## config.mk

```make
export PLATFORM = sky130hd
export DESIGN_NAME = flag_alu
export DESIGN_NICKNAME = d
export VERILOG_FILES = /design/src/rtl/flag_alu_pkg.sv /design/src/rtl/flag_alu_adder.sv /design/src/rtl/flag_alu_shifter.sv /design/src/rtl/flag_alu.sv
export SDC_FILE = /design/constraint.sdc
export NUM_CORES = 1
export LEC_CHECK = 0
export ABC_AREA = 1
export ABC_CLOCK_PERIOD_IN_PS = 2850
export BUFFER_PORTS_ARGS = -buffer_cell sky130_fd_sc_hd__buf_2
export CAP_MARGIN = 20
export CORE_MARGIN = 5
export CORE_UTILIZATION = 55
export DETAILED_ROUTE_END_ITERATION = 6
export PLACE_DENSITY = 0.86
export SYNTH_ARGS = -nofsm -noshare
export SYNTH_HDL_FRONTEND = slang
export SYNTH_HIERARCHICAL = 1
export SYNTH_SLANG_ARGS = --single-unit
```

## constraint.sdc

```tcl
create_clock -name vclk -period 2.85
set_input_delay 0.7125 -clock vclk [all_inputs]
set_output_delay 0.7125 -clock vclk [all_outputs]
set_load 0.03 [all_outputs]
```

## src/rtl/flag_alu_pkg.sv

```systemverilog
package flag_alu_pkg;

    localparam int unsigned DATA_W  = 16;
    localparam int unsigned CMD_W   = 3;
    localparam int unsigned SHAMT_W = $clog2(DATA_W);

    typedef enum logic [CMD_W-1:0] {
        CMD_ADD_U = 3'b000,
        CMD_ADD_S = 3'b001,
        CMD_SHR   = 3'b010,
        CMD_SHL   = 3'b011
    } alu_cmd_e;

    typedef struct packed {
        logic [DATA_W-1:0] value;
        logic              carry;
        logic              ovf;
    } alu_out_t;

endpackage

```

## src/rtl/flag_alu_adder.sv

```systemverilog
module flag_alu_adder #(
    parameter int unsigned W = 16
) (
    input  logic [W-1:0] add_a,
    input  logic [W-1:0] add_b,
    output logic [W-1:0] add_sum,
    output logic         add_cout,
    output logic         add_sovf
);

    logic [W:0] wide_d;

    always_comb begin
        wide_d   = {1'b0, add_a} + {1'b0, add_b};
        add_sum  = wide_d[W-1:0];
        add_cout = wide_d[W];
        // two's-complement overflow: equal input signs, different result sign
        add_sovf = (add_a[W-1] == add_b[W-1]) && (wide_d[W-1] != add_a[W-1]);
    end

endmodule

```

## src/rtl/flag_alu_shifter.sv

```systemverilog
module flag_alu_shifter #(
    parameter int unsigned W  = 16,
    parameter int unsigned SW = $clog2(W)
) (
    input  logic [W-1:0]  sh_in,
    input  logic [SW-1:0] sh_amt,
    input  logic          sh_left,
    output logic [W-1:0]  sh_out,
    output logic          sh_last
);

    logic [W-1:0]  stage_d [SW+1];
    logic [SW-1:0] idx_l_d;
    logic [SW-1:0] idx_r_d;

    assign stage_d[0] = sh_in;

    // log2(W) barrel stages, stage k moves by 2^k positions
    for (genvar k = 0; k < SW; k++) begin : g_stage
        localparam int unsigned STEP = 1 << k;
        always_comb begin
            if (!sh_amt[k]) begin
                stage_d[k+1] = stage_d[k];
            end else if (sh_left) begin
                stage_d[k+1] = stage_d[k] << STEP;
            end else begin
                stage_d[k+1] = stage_d[k] >> STEP;
            end
        end
    end

    assign sh_out = stage_d[SW];

    // last departing bit picked straight from the input word
    always_comb begin
        idx_l_d = SW'(W - int'(sh_amt));
        idx_r_d = sh_amt - SW'(1);
        if (sh_amt == '0) begin
            sh_last = 1'b0;
        end else if (sh_left) begin
            sh_last = sh_in[idx_l_d];
        end else begin
            sh_last = sh_in[idx_r_d];
        end
    end

endmodule

```

## src/rtl/flag_alu.sv

```systemverilog
module flag_alu
    import flag_alu_pkg::*;
(
    input  logic [DATA_W-1:0] op_a,
    input  logic [DATA_W-1:0] op_b,
    input  logic [CMD_W-1:0]  cmd,
    output logic [DATA_W-1:0] result,
    output logic              flag_zero,
    output logic              flag_ovf,
    output logic              flag_carry
);

    logic [DATA_W-1:0] sum_d;
    logic              cout_d;
    logic              sovf_d;
    logic [DATA_W-1:0] shv_d;
    logic              shlast_d;
    alu_out_t          out_d;

    flag_alu_adder #(.W(DATA_W)) u_adder (
        .add_a   (op_a),
        .add_b   (op_b),
        .add_sum (sum_d),
        .add_cout(cout_d),
        .add_sovf(sovf_d)
    );

    flag_alu_shifter #(.W(DATA_W), .SW(SHAMT_W)) u_shifter (
        .sh_in  (op_a),
        .sh_amt (op_b[SHAMT_W-1:0]),
        .sh_left(cmd[0]),
        .sh_out (shv_d),
        .sh_last(shlast_d)
    );

    always_comb begin
        out_d = '0;
        case (alu_cmd_e'(cmd))
            CMD_ADD_U: out_d = '{value: sum_d, carry: cout_d, ovf: cout_d};
            CMD_ADD_S: out_d = '{value: sum_d, carry: cout_d, ovf: sovf_d};
            CMD_SHR,
            CMD_SHL:   out_d = '{value: shv_d, carry: shlast_d, ovf: 1'b0};
            default:   out_d = '0;
        endcase
    end

    assign result     = out_d.value;
    assign flag_carry = out_d.carry;
    assign flag_ovf   = out_d.ovf;
    assign flag_zero  = ~|out_d.value;

    // checks relating the outputs back to the operands and command
    always_comb begin
        if (cmd == CMD_ADD_U) begin
            a_r2_uadd_ovf_tracks_carry: assert (flag_ovf == flag_carry);
        end
        if (cmd == CMD_ADD_S && flag_ovf) begin
            a_r3_sovf_sign_rule: assert ((op_a[DATA_W-1] == op_b[DATA_W-1]) &&
                                         (result[DATA_W-1] != op_a[DATA_W-1]));
        end
        if (cmd == CMD_SHR || cmd == CMD_SHL) begin
            a_r7_shift_no_ovf: assert (!flag_ovf);
            if (op_b[SHAMT_W-1:0] == '0) begin
                a_r6_zero_shift_passthru: assert (!flag_carry && result == op_a);
            end
        end
        if (cmd[CMD_W-1]) begin
            a_r9_spare_quiet: assert (result == '0 && flag_zero && !flag_carry && !flag_ovf);
        end
    end

endmodule

```

==> tab_implementation.tex, run 1 <==
\begin{tabular}{lr}
\hline
Metric & Value \\
\hline
\multicolumn{2}{l}{\textbf{Global routing}} \\
Sum of overflow across all layers after global routing & 3 \\
Total GRT Usage & 64.0\% \\
Largest net degree at the start of global routing & 22 \\
\multicolumn{2}{l}{\textbf{Timing}} \\
Final worst endpoint reported by repair\_timing after global routing & flag\_zero \\
Worst ep type & primary output \\
\multicolumn{2}{l}{\textbf{Placement}} \\
Post-detailed-placement cell area & 0.00413 mm² \\
Port Buffer Count & 54 \\
Sum of net half-perimeters after detailed placement & 8.89 mm \\
Placed insts & 835 \\
Routability Congestion & 0.978 \\
\multicolumn{2}{l}{\textbf{Logic synthesis}} \\
Fraction of synthesized cell area in xor and xnor cells & 4.17\% \\
Dominant cell by count in the synthesized netlist & sky130\_fd\_sc\_hd\_\_nand2\_1 \\
Area share of the largest cell type after synthesis & 35.6\% \\
Synth Area in Adders & 7.46\% \\
Cell type with the largest total area after synthesis & sky130\_fd\_sc\_hd\_\_nand2\_1 \\
Biggest area contributors in the synthesized netlist & sky130\_fd\_sc\_hd\_\_nand2\_1 (36\%), sky130\_fd\_sc\_hd\_\_nand3\_1 (11\%), sky130\_fd\_sc\_hd\_\_nand3\_2 (10\%) \\
Proportion of synthesized chip area in sequential cells & 0\% \\
Leading post-synthesis cells by instance count & sky130\_fd\_sc\_hd\_\_nand2\_1 (296), sky130\_fd\_sc\_hd\_\_inv\_1 (78), sky130\_fd\_sc\_hd\_\_nand3\_1 (67) \\
Net count after synthesis & 684 \\
Largest family of logic cells by synthesized area & simple AND/OR/NAND/NOR gates \\
Number of distinct standard cells referenced by the synthesized netlist & 33 \\
Mapped Area & 0.00312 mm² \\
YS warnings & 6 \\
Post-synthesis share of cell area spent on and, or, nand and nor gates & 66.2\% \\
Synth Area in Compound Gates & 5.13\% \\
Multiplexer fraction of the synthesized cell area & 0\% \\
Mean area per synthesized cell & 4.95 µm² \\
Cell count after synthesis & 631 \\
\multicolumn{2}{l}{\textbf{Status}} \\
Run Error & [ERROR GRT-0232] Routing congestion too high. Check the congestion heatmap in the GUI. \\
Exit stage & global routing \\
Run status & stopped before the end \\
\multicolumn{2}{l}{\textbf{CTS}} \\
Number of hold-repair buffers added at the cts stage & 0 \\
\multicolumn{2}{l}{\textbf{Die}} \\
Starting utilization of the core area & 56.7\% \\
Count of boundary I/O pins & 54 \\
Overall die width & 85.3 µm \\
Cell Rows & 27 \\
Die Span Y & 85.3 µm \\
\hline
\end{tabular}
[metrics by stage]
| stage | setup slack, ns | utilization (%) | setup TNS [ns] |
|---|---|---|---|
| 4_1_cts | -0.382 | 85.0 | -4.30 |
| 3_5_place_dp | -0.542 | 75.0 | -7.39 |
| 3_3_place_gp | -0.504 | 75.0 | -6.85 |
| 2_1_floorplan | -0.229 | - | -0.439 |
[layer usage]
layer	GRT overflow	global-route usage, %
met5	0	4.20
met2	2	84.9
met4	1	65.0
met1	0	61.6
met3	0	47.2
[cell families after synthesis]
kind of cell | Yosys count
compound gates | 28
fa+ha+maj | 18
xor+xnor | 14
buf+inv | 118
simple gates | 453
[repair_timing]
| item | in CTS |
|---|---|
| cloned | 3 |
| pin swaps | 32 |
| setup endpoints to repair | 19 |
| buffers inserted | 5 |
| resized for setup | 124 |
==> inputs of run 2 (changes only) <==
--- a/config.mk
+++ b/config.mk
@@ -6,13 +6,13 @@
 export NUM_CORES = 1
 export LEC_CHECK = 0
 export ABC_AREA = 1
-export ABC_CLOCK_PERIOD_IN_PS = 2850
+export ABC_CLOCK_PERIOD_IN_PS = 3700
 export BUFFER_PORTS_ARGS = -buffer_cell sky130_fd_sc_hd__buf_2
 export CAP_MARGIN = 20
 export CORE_MARGIN = 5
-export CORE_UTILIZATION = 55
+export CORE_UTILIZATION = 40
 export DETAILED_ROUTE_END_ITERATION = 6
-export PLACE_DENSITY = 0.86
+export PLACE_DENSITY_LB_ADDON = 0.15
 export SYNTH_ARGS = -nofsm -noshare
 export SYNTH_HDL_FRONTEND = slang
 export SYNTH_HIERARCHICAL = 1
==> constraint.sdc (replaced) <==
create_clock -name vclk -period 3.7
set_input_delay 0.925 -clock vclk [all_inputs]
set_output_delay 0.925 -clock vclk [all_outputs]
set_load 0.03 [all_outputs]
==> run 2 against run 1 <==
Area after synthesis stayed put. Synthesized cell count stayed put. The flow now finishes, with violations (negative setup slack).
==> tab_implementation.tex, run 2 <==
\begin{tabular}{lr}
\hline
Metric & Value \\
\hline
\multicolumn{2}{l}{\textbf{Placement}} \\
Sum of net half-perimeters after detailed placement & 8.74 mm (-1.7\%) \\
Port Buffer Count & 54 (unchanged) \\
Routability Congestion & 0.924 (-5.5\%) \\
\multicolumn{2}{l}{\textbf{Power}} \\
Part of the power in the clock network & 0\% \\
Share of power burned in combinational logic & 100.0\% \\
Worst vdd rail ir drop & 97.3 µV \\
Net Switching & 0.000463 W \\
Power after layout & 0.000804 W \\
Internal Dissipation & 0.000342 W \\
Share of total power consumed by net switching & 57.5\% \\
Sequential share of power & 0\% \\
Leakage power & 2.79 nW \\
PD cells & 167 mW/mm² \\
\multicolumn{2}{l}{\textbf{Finish}} \\
Fraction of final layout cells sized beyond drive strength 1 & 42.1\% \\
Most frequent standard cell in the layout excluding fill and tap cells & sky130\_fd\_sc\_hd\_\_nand2\_1 \\
Area of the multi-input gates & 0.00311 mm² \\
Clock buf count & 0 \\
Number of sequential cells in the layout & 0 \\
\# nets final & 820 \\
Ant diodes & 0 \\
Relative area change from synthesis to final layout & 53.9\% \\
Filler instances & 721 \\
Register Area & 0 µm² \\
Highest-count cells in the layout ignoring fill and taps & sky130\_fd\_sc\_hd\_\_nand2\_1 (252), sky130\_fd\_sc\_hd\_\_buf\_4 (93), sky130\_fd\_sc\_hd\_\_inv\_1 (72) \\
\multicolumn{2}{l}{\textbf{Logic synthesis}} \\
Biggest area contributors in the synthesized netlist & sky130\_fd\_sc\_hd\_\_nand2\_1 (36\%), sky130\_fd\_sc\_hd\_\_nand3\_1 (11\%), sky130\_fd\_sc\_hd\_\_nand3\_2 (10\%) \\
Net count after synthesis & 684 (unchanged) \\
Mean area per synthesized cell & 4.95 µm² (unchanged) \\
Leading post-synthesis cells by instance count & sky130\_fd\_sc\_hd\_\_nand2\_1 (296), sky130\_fd\_sc\_hd\_\_inv\_1 (78), sky130\_fd\_sc\_hd\_\_nand3\_1 (67) \\
YS warnings & 6 (unchanged) \\
Number of distinct standard cells referenced by the synthesized netlist & 33 (unchanged) \\
Cell type with the largest total area after synthesis & sky130\_fd\_sc\_hd\_\_nand2\_1 \\
Proportion of synthesized chip area in sequential cells & 0\% (unchanged) \\
Cell count after synthesis & 631 (unchanged) \\
Dominant cell by count in the synthesized netlist & sky130\_fd\_sc\_hd\_\_nand2\_1 \\
Area share of the largest cell type after synthesis & 35.6\% (unchanged) \\
Mapped Area & 0.00312 mm² (unchanged) \\
\multicolumn{2}{l}{\textbf{Die}} \\
Area of the core region & 0.00765 mm² \\
Cell Rows & 32 (+19\%) \\
Overall die width & 98.3 µm (+15\%) \\
Die Area & 0.00967 mm² \\
Die Span Y & 98.3 µm (+15\%) \\
Starting utilization of the core area & 40.8\% (-16 points) \\
Count of boundary I/O pins & 54 (unchanged) \\
\multicolumn{2}{l}{\textbf{Setup path}} \\
Capturing element type of the critical path & output pin \\
Launch point of the worst path & cmd[0] \\
Setup CP Type & in -> out \\
End point of the critical path & flag\_zero \\
Largest fanout of any net on the critical path & 8 \\
Arrival time at the worst endpoint & 2.89 ns \\
Startpoint type of the worst setup path & input pin \\
Crit path required time & 2.77 ns \\
\multicolumn{2}{l}{\textbf{Timing}} \\
Max-slew violations & 0 \\
Setup Viol. Count Final & 1 \\
RSZ-0062 raised after global routing & yes \\
Final period demand of the worst path & 3.82 ns \\
Final count of hold timing violations & 0 \\
Min setup slack post-route & -0.117 ns \\
Maximum clock frequency & 0.262 GHz \\
Period utilisation layout & 103\% \\
Final worst hold slack & 2.20 ns \\
Worst slew margin relative to its limit & 68.8\% \\
Worst slew pin tran & 0.466 ns \\
\multicolumn{2}{l}{\textbf{Detailed routing}} \\
Vias per std cell & 4.91 \\
Number of nets with antenna violations after routing & 0 \\
Post-detailed-route DRC marker count & 0 \\
1st-pass router iterations & 5 \\
Wire length reported by the detailed router & 11.3 mm \\
Detailed-route wire length per cell & 13.0 µm \\
Violation count after the first detailed-routing iteration & 203 \\
Overall via count from detail\_route & 4261 \\
\multicolumn{2}{l}{\textbf{Flow run}} \\
Max-cap viol count & 0 \\
\multicolumn{2}{l}{\textbf{Global routing}} \\
Largest net degree at the start of global routing & 22 \\
Total GRT Usage & 20.4\% \\
Wire length of the first global-routing pass & 17.1 mm \\
Sum of overflow across all layers after global routing & 0 \\
Busiest layer in global routing & met2 \\
Via count of the first global-routing pass & 3853 \\
Met1 Use GR & 27.2\% \\
Antenna violations before repair & 0 \\
GR Util met3 & 2.36\% \\
GRT met2 Usage & 36.0\% \\
\multicolumn{2}{l}{\textbf{Status}} \\
Violated checks & negative setup slack \\
Run status & finished, violations left \\
\multicolumn{2}{l}{\textbf{Worst hold path}} \\
Min-Delay Path Class & in -> out \\
\hline
\end{tabular}
run 2: worst min path at each step:
stage	to	cells past startpoint	slack [ns]	start
6_report	flag_carry	3	2.20	cmd[2]
5_1_grt	flag_carry	3	2.22	cmd[2]
4_1_cts	flag_carry	3	2.20	cmd[2]
3_5_place_dp	flag_carry	3	2.20	cmd[2]
3_3_place_gp	flag_carry	3	2.20	cmd[2]
2_1_floorplan	flag_carry	1	1.89	cmd[2]
run 2: repair_timing:
item	in CTS	in global routing
endpoints found under the hold margin	0	0
setup buffers	0	17
pin swaps	0	69
hold buffers	0	0
endpoints found under the setup margin	18	19
cloned	0	1
gates resized for setup	11	153
run 2: area by class of cell:
type | instances | area share [%]
well taps | 102 | 2.66
repair buffers | 155 | 24.5
repair inverters | 1 | 0.156
inverters | 96 | 7.84
multi-input cells | 513 | 64.8
run 2: metal layers:
metal | routed length, µm | share of wire [%] | vias up
li1 | - | - | 2216
met1 | 5010 | 44 | 1900
met2 | 5380 | 48 | 121
met3 | 633 | 5.6 | 24
met4 | 270 | 2.4 | 0
met5 | 0 | 0 | -
run 2: cells by family after synthesis:
| kind of cell | after synthesis | share of synthesized area (%) |
|---|---|---|
| buffers and inverters | 118 | 17.1 |
| AO/OA/AOI/OAI | 28 | 5.13 |
| adder cells (fa/ha/maj) | 18 | 7.46 |
| XOR/XNOR | 14 | 4.17 |
| AND/OR/NAND/NOR | 453 | 66.2 |
run 2: worst max-delay path, stage by stage:
cell and delay, ns:
sky130_fd_sc_hd__buf_8 0.11, sky130_fd_sc_hd__buf_12 0.12, sky130_fd_sc_hd__buf_12 0.13, sky130_fd_sc_hd__nand2_4 0.07, sky130_fd_sc_hd__clkinvlp_4 0.18, sky130_fd_sc_hd__buf_8 0.20
sky130_fd_sc_hd__nand2_4 0.08, sky130_fd_sc_hd__nand3_4 0.07, sky130_fd_sc_hd__nand2_1 0.08, sky130_fd_sc_hd__nand3_2 0.10, sky130_fd_sc_hd__nand2_1 0.07, sky130_fd_sc_hd__nand2_1 0.06
sky130_fd_sc_hd__inv_1 0.05, sky130_fd_sc_hd__nand2_1 0.06, sky130_fd_sc_hd__nand3_2 0.09, sky130_fd_sc_hd__nand2_1 0.05, sky130_fd_sc_hd__nor2_1 0.09, sky130_fd_sc_hd__nand2_1 0.07
sky130_fd_sc_hd__nor2_2 0.13, sky130_fd_sc_hd__buf_6 0.14
run 2: through the flow:
step | area (µm²) | setup WS, ns | utilization (%) | instances | TNS (ns)
global route | 4800 | -0.214 | 62.8 | 867 | -0.496
global placement | 4010 | -0.221 | 52.5 | 849 | -2.16
CTS | 4050 | -0.108 | 52.9 | 849 | -0.108
floorplan | 3130 | 0.0570 | - | 631 | 0
finish | 4800 | -0.117 | 62.8 | 867 | -0.117
detailed placement | 4010 | -0.232 | 52.5 | 849 | -2.67
run 2: power groups by stage:
stage	sequential [W]	combinational, W	clock [W]
after floorplan	0	0.000429	0
after global placement	0	0.000654	0
after detailed placement	0	0.000660	0
after CTS	0	0.000668	0
after global routing	0	0.000879	0
final	0	0.000804	0
(Power assumes the default switching activity.)
==> inputs of run 3 (changes only) <==
--- a/config.mk
+++ b/config.mk
@@ -13,6 +13,7 @@
 export CORE_UTILIZATION = 40
 export DETAILED_ROUTE_END_ITERATION = 6
 export PLACE_DENSITY_LB_ADDON = 0.15
+export SETUP_SLACK_MARGIN = 0.02
 export SYNTH_ARGS = -nofsm -noshare
 export SYNTH_HDL_FRONTEND = slang
 export SYNTH_HIERARCHICAL = 1
==> run 3 against run 2 <==
The flow still finishes with violations (negative setup slack). Routed wire length rose by 0.83%. Core utilization rose by 0.15 points. Setup slack improved by 0.058 ns. First-iteration DRC count rose by 19%. Power rose by 1.2%. Sequential share of layout area did not move. Die area did not move. Count of clock-buffer cells in the layout did not move. Non-clock buffer count fell by 7. Global-route usage rose by 0.28 points. Sequential cell count did not move. Combinational power rose by 1%. Critical path type unchanged. Critical endpoint is now flag_carry. Largest power group unchanged. Highest routed layer unchanged.
==> tab_implementation.tex, run 3 (synthesis results as in run 2) <==
\begin{tabular}{lr}
\hline
Metric & Value \\
\hline
\multicolumn{2}{l}{\textbf{Status}} \\
Run status & finished, violations left \\
Violated checks & negative setup slack \\
\multicolumn{2}{l}{\textbf{Die}} \\
Die Span Y & 98.3 µm (unchanged) \\
Die Area & 0.00967 mm² (unchanged) \\
Overall die width & 98.3 µm (unchanged) \\
Cell Rows & 32 (unchanged) \\
Starting utilization of the core area & 40.8\% (unchanged) \\
Area of the core region & 0.00765 mm² (unchanged) \\
Count of boundary I/O pins & 54 (unchanged) \\
\multicolumn{2}{l}{\textbf{Detailed routing}} \\
Overall via count from detail\_route & 4277 (+0.38\%) \\
Post-detailed-route DRC marker count & 0 (unchanged) \\
1st-pass router iterations & 5 (unchanged) \\
Number of nets with antenna violations after routing & 0 (unchanged) \\
Wire length reported by the detailed router & 11.4 mm (+0.83\%) \\
Violation count after the first detailed-routing iteration & 241 (+19\%) \\
Vias per std cell & 4.97 (+1.1\%) \\
Detailed-route wire length per cell & 13.2 µm (+1.5\%) \\
\multicolumn{2}{l}{\textbf{Placement}} \\
Routability Congestion & 0.924 (unchanged) \\
Port Buffer Count & 54 (unchanged) \\
Post-detailed-placement cell area & 0.00401 mm² (unchanged) \\
Placed insts & 849 (unchanged) \\
Sum of net half-perimeters after detailed placement & 8.74 mm (unchanged) \\
\multicolumn{2}{l}{\textbf{Setup path}} \\
Largest fanout of any net on the critical path & 5 (-3) \\
Startpoint type of the worst setup path & input pin \\
Crit path required time & 2.77 ns (about the same) \\
Setup CP Type & in -> out \\
Capturing element type of the critical path & output pin \\
Arrival time at the worst endpoint & 2.83 ns (-0.06 ns) \\
\multicolumn{2}{l}{\textbf{Power}} \\
Worst vdd rail ir drop & 89.9 µV (-7.6\%) \\
Sequential share of power & 0\% (unchanged) \\
Net Switching & 0.000470 W (+1.6\%) \\
Share of power burned in combinational logic & 100.0\% (about the same) \\
Internal Dissipation & 0.000344 W (+0.62\%) \\
PD cells & 169 mW/mm² (+0.97\%) \\
Part of the power in the clock network & 0\% (unchanged) \\
Share of total power consumed by net switching & 57.8\% (+0.24 points) \\
Leakage power & 2.75 nW (-1.4\%) \\
\multicolumn{2}{l}{\textbf{Finish}} \\
Fraction of final layout cells sized beyond drive strength 1 & 42.4\% (+0.33 points) \\
Area of all placed cells without fillers & 0.00481 mm² (+0.23\%) \\
Count of placed standard cells in the final layout, fillers left out & 861 (-0.69\%) \\
Register Area & 0 µm² (unchanged) \\
Ant diodes & 0 (unchanged) \\
Most frequent standard cell in the layout excluding fill and tap cells & sky130\_fd\_sc\_hd\_\_nand2\_1 \\
Clock buf count & 0 (unchanged) \\
Final cell utilization of the core & 63.0\% (+0.15 points) \\
Highest-count cells in the layout ignoring fill and taps & sky130\_fd\_sc\_hd\_\_nand2\_1 (253), sky130\_fd\_sc\_hd\_\_buf\_4 (85), sky130\_fd\_sc\_hd\_\_inv\_1 (71) \\
Relative area change from synthesis to final layout & 54.3\% \\
Number of sequential cells in the layout & 0 (unchanged) \\
\# nets final & 814 (-0.73\%) \\
\multicolumn{2}{l}{\textbf{Global routing}} \\
Antenna violations before repair & 0 (unchanged) \\
Sum of overflow across all layers after global routing & 0 (unchanged) \\
Total GRT Usage & 20.7\% (+0.28 points) \\
Largest net degree at the start of global routing & 22 (unchanged) \\
Wire length of the first global-routing pass & 17.3 mm (+1.4\%) \\
Via count of the first global-routing pass & 3882 (+0.75\%) \\
\multicolumn{2}{l}{\textbf{Timing}} \\
Worst slew pin tran & 0.384 ns (-0.0821 ns) \\
Final count of hold timing violations & 0 (unchanged) \\
Max-slew violations & 0 (unchanged) \\
Worst slew margin relative to its limit & 74.4\% (+5.6 points) \\
Min setup slack post-route & -0.0591 ns (+0.0580 ns) \\
Setup Viol. Count Final & 2 (+1) \\
Final period demand of the worst path & 3.76 ns (-0.0580 ns) \\
Period utilisation layout & 102\% (-1.6 points) \\
RSZ-0062 raised after global routing & yes \\
Maximum clock frequency & 0.266 GHz (+1.5\%) \\
\multicolumn{2}{l}{\textbf{Flow run}} \\
Max-cap viol count & 0 (unchanged) \\
\multicolumn{2}{l}{\textbf{Worst hold path}} \\
Min-Delay Path Class & in -> out \\
\hline
\end{tabular}
==> run 3: what timing repair did <==
action                                  in CTS  in global routing
buffers inserted                             3                  6
resized for setup                           23                147
pin swaps                                   10                 65
endpoints found under the hold margin        0                  0
hold buffers                                 0                  0
endpoints found under the setup margin      18                 19
gates cloned                                 0                  3
==> run 3: critical path: stages <==
cell and delay (ns):
sky130_fd_sc_hd__buf_4 0.12, sky130_fd_sc_hd__inv_1 0.20, sky130_fd_sc_hd__ha_1 0.23, sky130_fd_sc_hd__xnor2_1 0.07, sky130_fd_sc_hd__buf_4 0.16, sky130_fd_sc_hd__inv_1 0.14
sky130_fd_sc_hd__nand3_1 0.11, sky130_fd_sc_hd__nand3_1 0.09, sky130_fd_sc_hd__nand3_1 0.10, sky130_fd_sc_hd__a21oi_2 0.20, sky130_fd_sc_hd__nor2_1 0.10, sky130_fd_sc_hd__a211oi_4 0.16
sky130_fd_sc_hd__buf_2 0.23
==> run 3: worst paths after layout <==
check | startpoint | endpoint | slack [ns] | cells after the start
setup / recovery | op_b[1] | flag_carry | -0.06 | 13
hold / removal | cmd[2] | flag_carry | 2.20 | 3
==> run 3: cell type report <==
type                            count  area (µm²)
Fill cell                         716        2830
Inverter                           96         372
Multi-Input combinational cell    513        3180
Tap cell                          102         128
Timing Repair Buffer              148        1120
Timing Repair inverter              2        15.0
==> run 3: power by group through the flow <==
stage | logic [W] | clock network (W) | registers (W)
3_5_place_dp | 0.000660 | 0 | 0
2_1_floorplan | 0.000429 | 0 | 0
3_3_place_gp | 0.000654 | 0 | 0
6_report | 0.000814 | 0 | 0
5_1_grt | 0.000891 | 0 | 0
4_1_cts | 0.000682 | 0 | 0
==> run 3: layer usage <==
layer  GRT usage [%]  vias up  routed length [µm]  part of all wire (%)
li1                -     2196                   -                     -
met1            27.5     1916                4960                    44
met2            36.7      134                5510                    48
met3            2.36       31                 604                   5.3
met4            2.94        0                 311                   2.7
met5               0        -                   0                     0
==> run 3: through the flow <==
| step | setup slack [ns] | hold slack (ns) | total power (W) | TNS, ns |
|---|---|---|---|---|
| after detailed placement | -0.232 | 2.20 | 0.000660 | -2.67 |
| after global placement | -0.221 | 2.20 | 0.000654 | -2.16 |
| final | -0.0591 | 2.20 | 0.000814 | -0.101 |
| after floorplan | 0.0570 | 1.89 | 0.000429 | 0 |
| after CTS | -0.0867 | 2.20 | 0.000682 | -0.150 |
| after global routing | -0.190 | 2.22 | 0.000891 | -0.395 |
==> inputs of run 4 (changes only) <==
--- a/config.mk
+++ b/config.mk
@@ -5,7 +5,6 @@
 export SDC_FILE = /design/constraint.sdc
 export NUM_CORES = 1
 export LEC_CHECK = 0
-export ABC_AREA = 1
 export ABC_CLOCK_PERIOD_IN_PS = 3700
 export BUFFER_PORTS_ARGS = -buffer_cell sky130_fd_sc_hd__buf_2
 export CAP_MARGIN = 20
==> run 4 against run 3 <==
The run still ends with negative setup slack left. Hold slack improved by 0.18 ns. First-iteration DRC count increased by 60%. Critical endpoint is now flag_zero. Largest power group unchanged. Combinational power grew 22%. Routed wire length up 20%. Critical path depth shrank 1.
==> tab_implementation.tex, run 4 <==
\begin{tabular}{lr}
\hline
Metric & Value \\
\hline
\multicolumn{2}{l}{\textbf{Detailed routing}} \\
Post-detailed-route DRC marker count & 0 (unchanged) \\
Wire length reported by the detailed router & 13.6 mm (+20\%) \\
Detailed-route wire length per cell & 20.3 µm (+54\%) \\
Violation count after the first detailed-routing iteration & 386 (+60\%) \\
1st-pass router iterations & 5 (unchanged) \\
Overall via count from detail\_route & 4083 (-4.5\%) \\
Vias per std cell & 6.08 (+22\%) \\
Number of nets with antenna violations after routing & 0 (unchanged) \\
\multicolumn{2}{l}{\textbf{Finish}} \\
Number of sequential cells in the layout & 0 (unchanged) \\
Count of placed standard cells in the final layout, fillers left out & 671 (-22\%) \\
Final cell utilization of the core & 76.5\% (+14 points) \\
Most frequent standard cell in the layout excluding fill and tap cells & sky130\_fd\_sc\_hd\_\_buf\_4 \\
Fraction of final layout cells sized beyond drive strength 1 & 59.3\% (+17 points) \\
Ant diodes & 0 (unchanged) \\
Highest-count cells in the layout ignoring fill and taps & sky130\_fd\_sc\_hd\_\_buf\_4 (161), sky130\_fd\_sc\_hd\_\_nor2\_1 (37), sky130\_fd\_sc\_hd\_\_mux2i\_1 (35) \\
Filler instances & 490 (-32\%) \\
Clock buf count & 0 (unchanged) \\
\# nets final & 630 (-23\%) \\
Relative area change from synthesis to final layout & 84.2\% \\
Register Area & 0 µm² (unchanged) \\
\multicolumn{2}{l}{\textbf{Logic synthesis}} \\
Cell count after synthesis & 380 (-40\%) \\
Synth Area in Compound Gates & 31.3\% (+26 points) \\
Synth Area in Adders & 8.16\% (+0.70 points) \\
Multiplexer fraction of the synthesized cell area & 30.2\% (+30 points) \\
Post-synthesis share of cell area spent on and, or, nand and nor gates & 19.1\% (-47 points) \\
Largest family of logic cells by synthesized area & compound AO/OA/AOI/OAI gates \\
Proportion of synthesized chip area in sequential cells & 0\% (unchanged) \\
YS warnings & 6 (unchanged) \\
Cell type with the largest total area after synthesis & sky130\_fd\_sc\_hd\_\_mux2i\_1 \\
Area share of the largest cell type after synthesis & 15.4\% (-20 points) \\
Mean area per synthesized cell & 7.51 µm² (+52\%) \\
Dominant cell by count in the synthesized netlist & sky130\_fd\_sc\_hd\_\_nor2\_1 \\
Fraction of synthesized cell area in xor and xnor cells & 4.91\% (+0.74 points) \\
Number of distinct standard cells referenced by the synthesized netlist & 61 (+85\%) \\
Mapped Area & 0.00285 mm² (-8.6\%) \\
Leading post-synthesis cells by instance count & sky130\_fd\_sc\_hd\_\_nor2\_1 (45), sky130\_fd\_sc\_hd\_\_mux2i\_1 (44), sky130\_fd\_sc\_hd\_\_a21oi\_1 (32) \\
Net count after synthesis & 433 (-37\%) \\
Biggest area contributors in the synthesized netlist & sky130\_fd\_sc\_hd\_\_mux2i\_1 (15\%), sky130\_fd\_sc\_hd\_\_ha\_1 (7.5\%), sky130\_fd\_sc\_hd\_\_nor2\_1 (5.9\%) \\
\multicolumn{2}{l}{\textbf{Timing}} \\
Worst slew pin tran & 0.611 ns (+0.228 ns) \\
Final count of hold timing violations & 0 (unchanged) \\
Worst slew margin relative to its limit & 59.0\% (-15 points) \\
RSZ-0062 raised after global routing & yes \\
Final worst hold slack & 2.39 ns (+0.182 ns) \\
Max-slew violations & 0 (unchanged) \\
Period utilisation layout & 120\% (+18 points) \\
Maximum clock frequency & 0.226 GHz (-15\%) \\
Final period demand of the worst path & 4.43 ns (+0.672 ns) \\
Min setup slack post-route & -0.731 ns (-0.672 ns) \\
Setup Viol. Count Final & 17 (+15) \\
\multicolumn{2}{l}{\textbf{Setup path}} \\
Delay of the slowest critical-path stage & 0.38 ns (+0.15 ns) \\
Slowest stage cell on the critical path & sky130\_fd\_sc\_hd\_\_nor4b\_1 \\
Worst-path cell chain & buf\_12 -> buf\_4 -> buf\_12 -> and2\_4 -> a211o\_1 -> a21o\_1 -> a22oi\_1 -> o211ai\_1 -> nor4b\_1 -> nand4\_1 -> a2111oi\_4 -> buf\_4 \\
Setup CP Type & in -> out \\
Startpoint type of the worst setup path & input pin \\
Arrival time at the worst endpoint & 3.51 ns (+0.68 ns) \\
Crit path required time & 2.77 ns (about the same) \\
Capturing element type of the critical path & output pin \\
Largest fanout of any net on the critical path & 8 (+3) \\
\multicolumn{2}{l}{\textbf{CTS}} \\
Number of hold-repair buffers added at the cts stage & 0 (unchanged) \\
\multicolumn{2}{l}{\textbf{Power}} \\
Leakage power & 2.34 nW (-15\%) \\
Power after layout & 0.000996 W (+22\%) \\
PD cells & 190 mW/mm² (+12\%) \\
Worst vdd rail ir drop & 122 µV (+36\%) \\
\multicolumn{2}{l}{\textbf{Die}} \\
Die Span Y & 94.5 µm (-3.9\%) \\
Starting utilization of the core area & 41.5\% (+0.73 points) \\
Count of boundary I/O pins & 54 (unchanged) \\
Cell Rows & 30 (-6.3\%) \\
Die Area & 0.00892 mm² (-7.7\%) \\
Overall die width & 94.5 µm (-3.9\%) \\
Area of the core region & 0.00687 mm² (-10\%) \\
\multicolumn{2}{l}{\textbf{Status}} \\
Run status & finished, violations left \\
Violated checks & negative setup slack \\
\multicolumn{2}{l}{\textbf{Worst hold path}} \\
Min-Delay Path Class & in -> out \\
Number of cells on the worst hold path & 3 (unchanged) \\
\multicolumn{2}{l}{\textbf{Global routing}} \\
Total GRT Usage & 29.1\% (+8.4 points) \\
Largest net degree at the start of global routing & 22 (unchanged) \\
Via count of the first global-routing pass & 3994 (+2.9\%) \\
Sum of overflow across all layers after global routing & 0 (unchanged) \\
Wire length of the first global-routing pass & 20.5 mm (+19\%) \\
Antenna violations before repair & 0 (unchanged) \\
\multicolumn{2}{l}{\textbf{Placement}} \\
Placed insts & 646 (-24\%) \\
Routability Congestion & 0.979 (+5.9\%) \\
Sum of net half-perimeters after detailed placement & 9.89 mm (+13\%) \\
Port Buffer Count & 54 (unchanged) \\
\multicolumn{2}{l}{\textbf{Flow run}} \\
Max-cap viol count & 0 (unchanged) \\
\hline
\end{tabular}
-- run 4: changes by cell type after synthesis, sizes merged, moves of 18 or more --
cell   delta
mux2i    +44
a21oi    +18
o21ai    +20
nand3    -93
nand2   -281
inv      -85
-- run 4: report_power, final --
part | leakage (nW) | internal [W] | switching, W
combinational | 2.34 | 0.000501 | 0.000496
sequential | 0 | 0 | 0
clock | 0 | 0 | 0
-- run 4: path summary, 6_finish.rpt --
check                   start   endpoint  slack, ns
worst max-delay path  op_b[0]  flag_zero      -0.73
worst min-delay path   cmd[2]  result[4]       2.39
-- run 4: cell families (layout without fill, tap and decap cells) --
logic type,Yosys count,count (layout)
AOI/OAI and AO/OA,129,129
and+or+nand+nor,116,116
muxes,67,67
buffers and inverters,34,229
adders and majority gates,18,18
xor gates and xnor gates,16,16
-- run 4: per-stage QoR --
stage | cell area (µm²) | setup WS (ns) | TNS (ns)
6_report | 5250 | -0.731 | -4.54
5_1_grt | 5250 | -0.866 | -5.92
4_1_cts | 4900 | -0.692 | -3.58
3_5_place_dp | 4240 | -0.850 | -5.93
3_3_place_gp | 4240 | -0.798 | -5.49
2_1_floorplan | 2960 | -0.391 | -0.632
-- run 4: final cells by class --
class                      count  area (µm²)  area share [%]
timing repair buffer         221        1790            34.0
multi-input combinational    346        3300            62.9
tap                           96         120            2.29
inverter                       8        42.5           0.810
-- run 4: metal layers --
| metal | global-route usage [%] | wire (µm) |
|---|---|---|
| met5 | 0 | 0 |
| met4 | 12.7 | 791 |
| met3 | 1.04 | 941 |
| met2 | 51.8 | 6520 |
| met1 | 36.3 | 5370 |
-- run 4: critical path: cells and delay by family --
family / cells / cell delay (ns)
AOI/OAI and AO/OA: 5 / 1.25
buffers and inverters: 4 / 0.59
and+or+nand+nor: 3 / 0.72
-- run 4: what timing repair did --
action,CTS,global route
hold endpoints to repair,0,0
resized for setup,118,60
buffers inserted,17,9
setup endpoints to repair,19,19
cloned,1,0
pin swaps,21,32
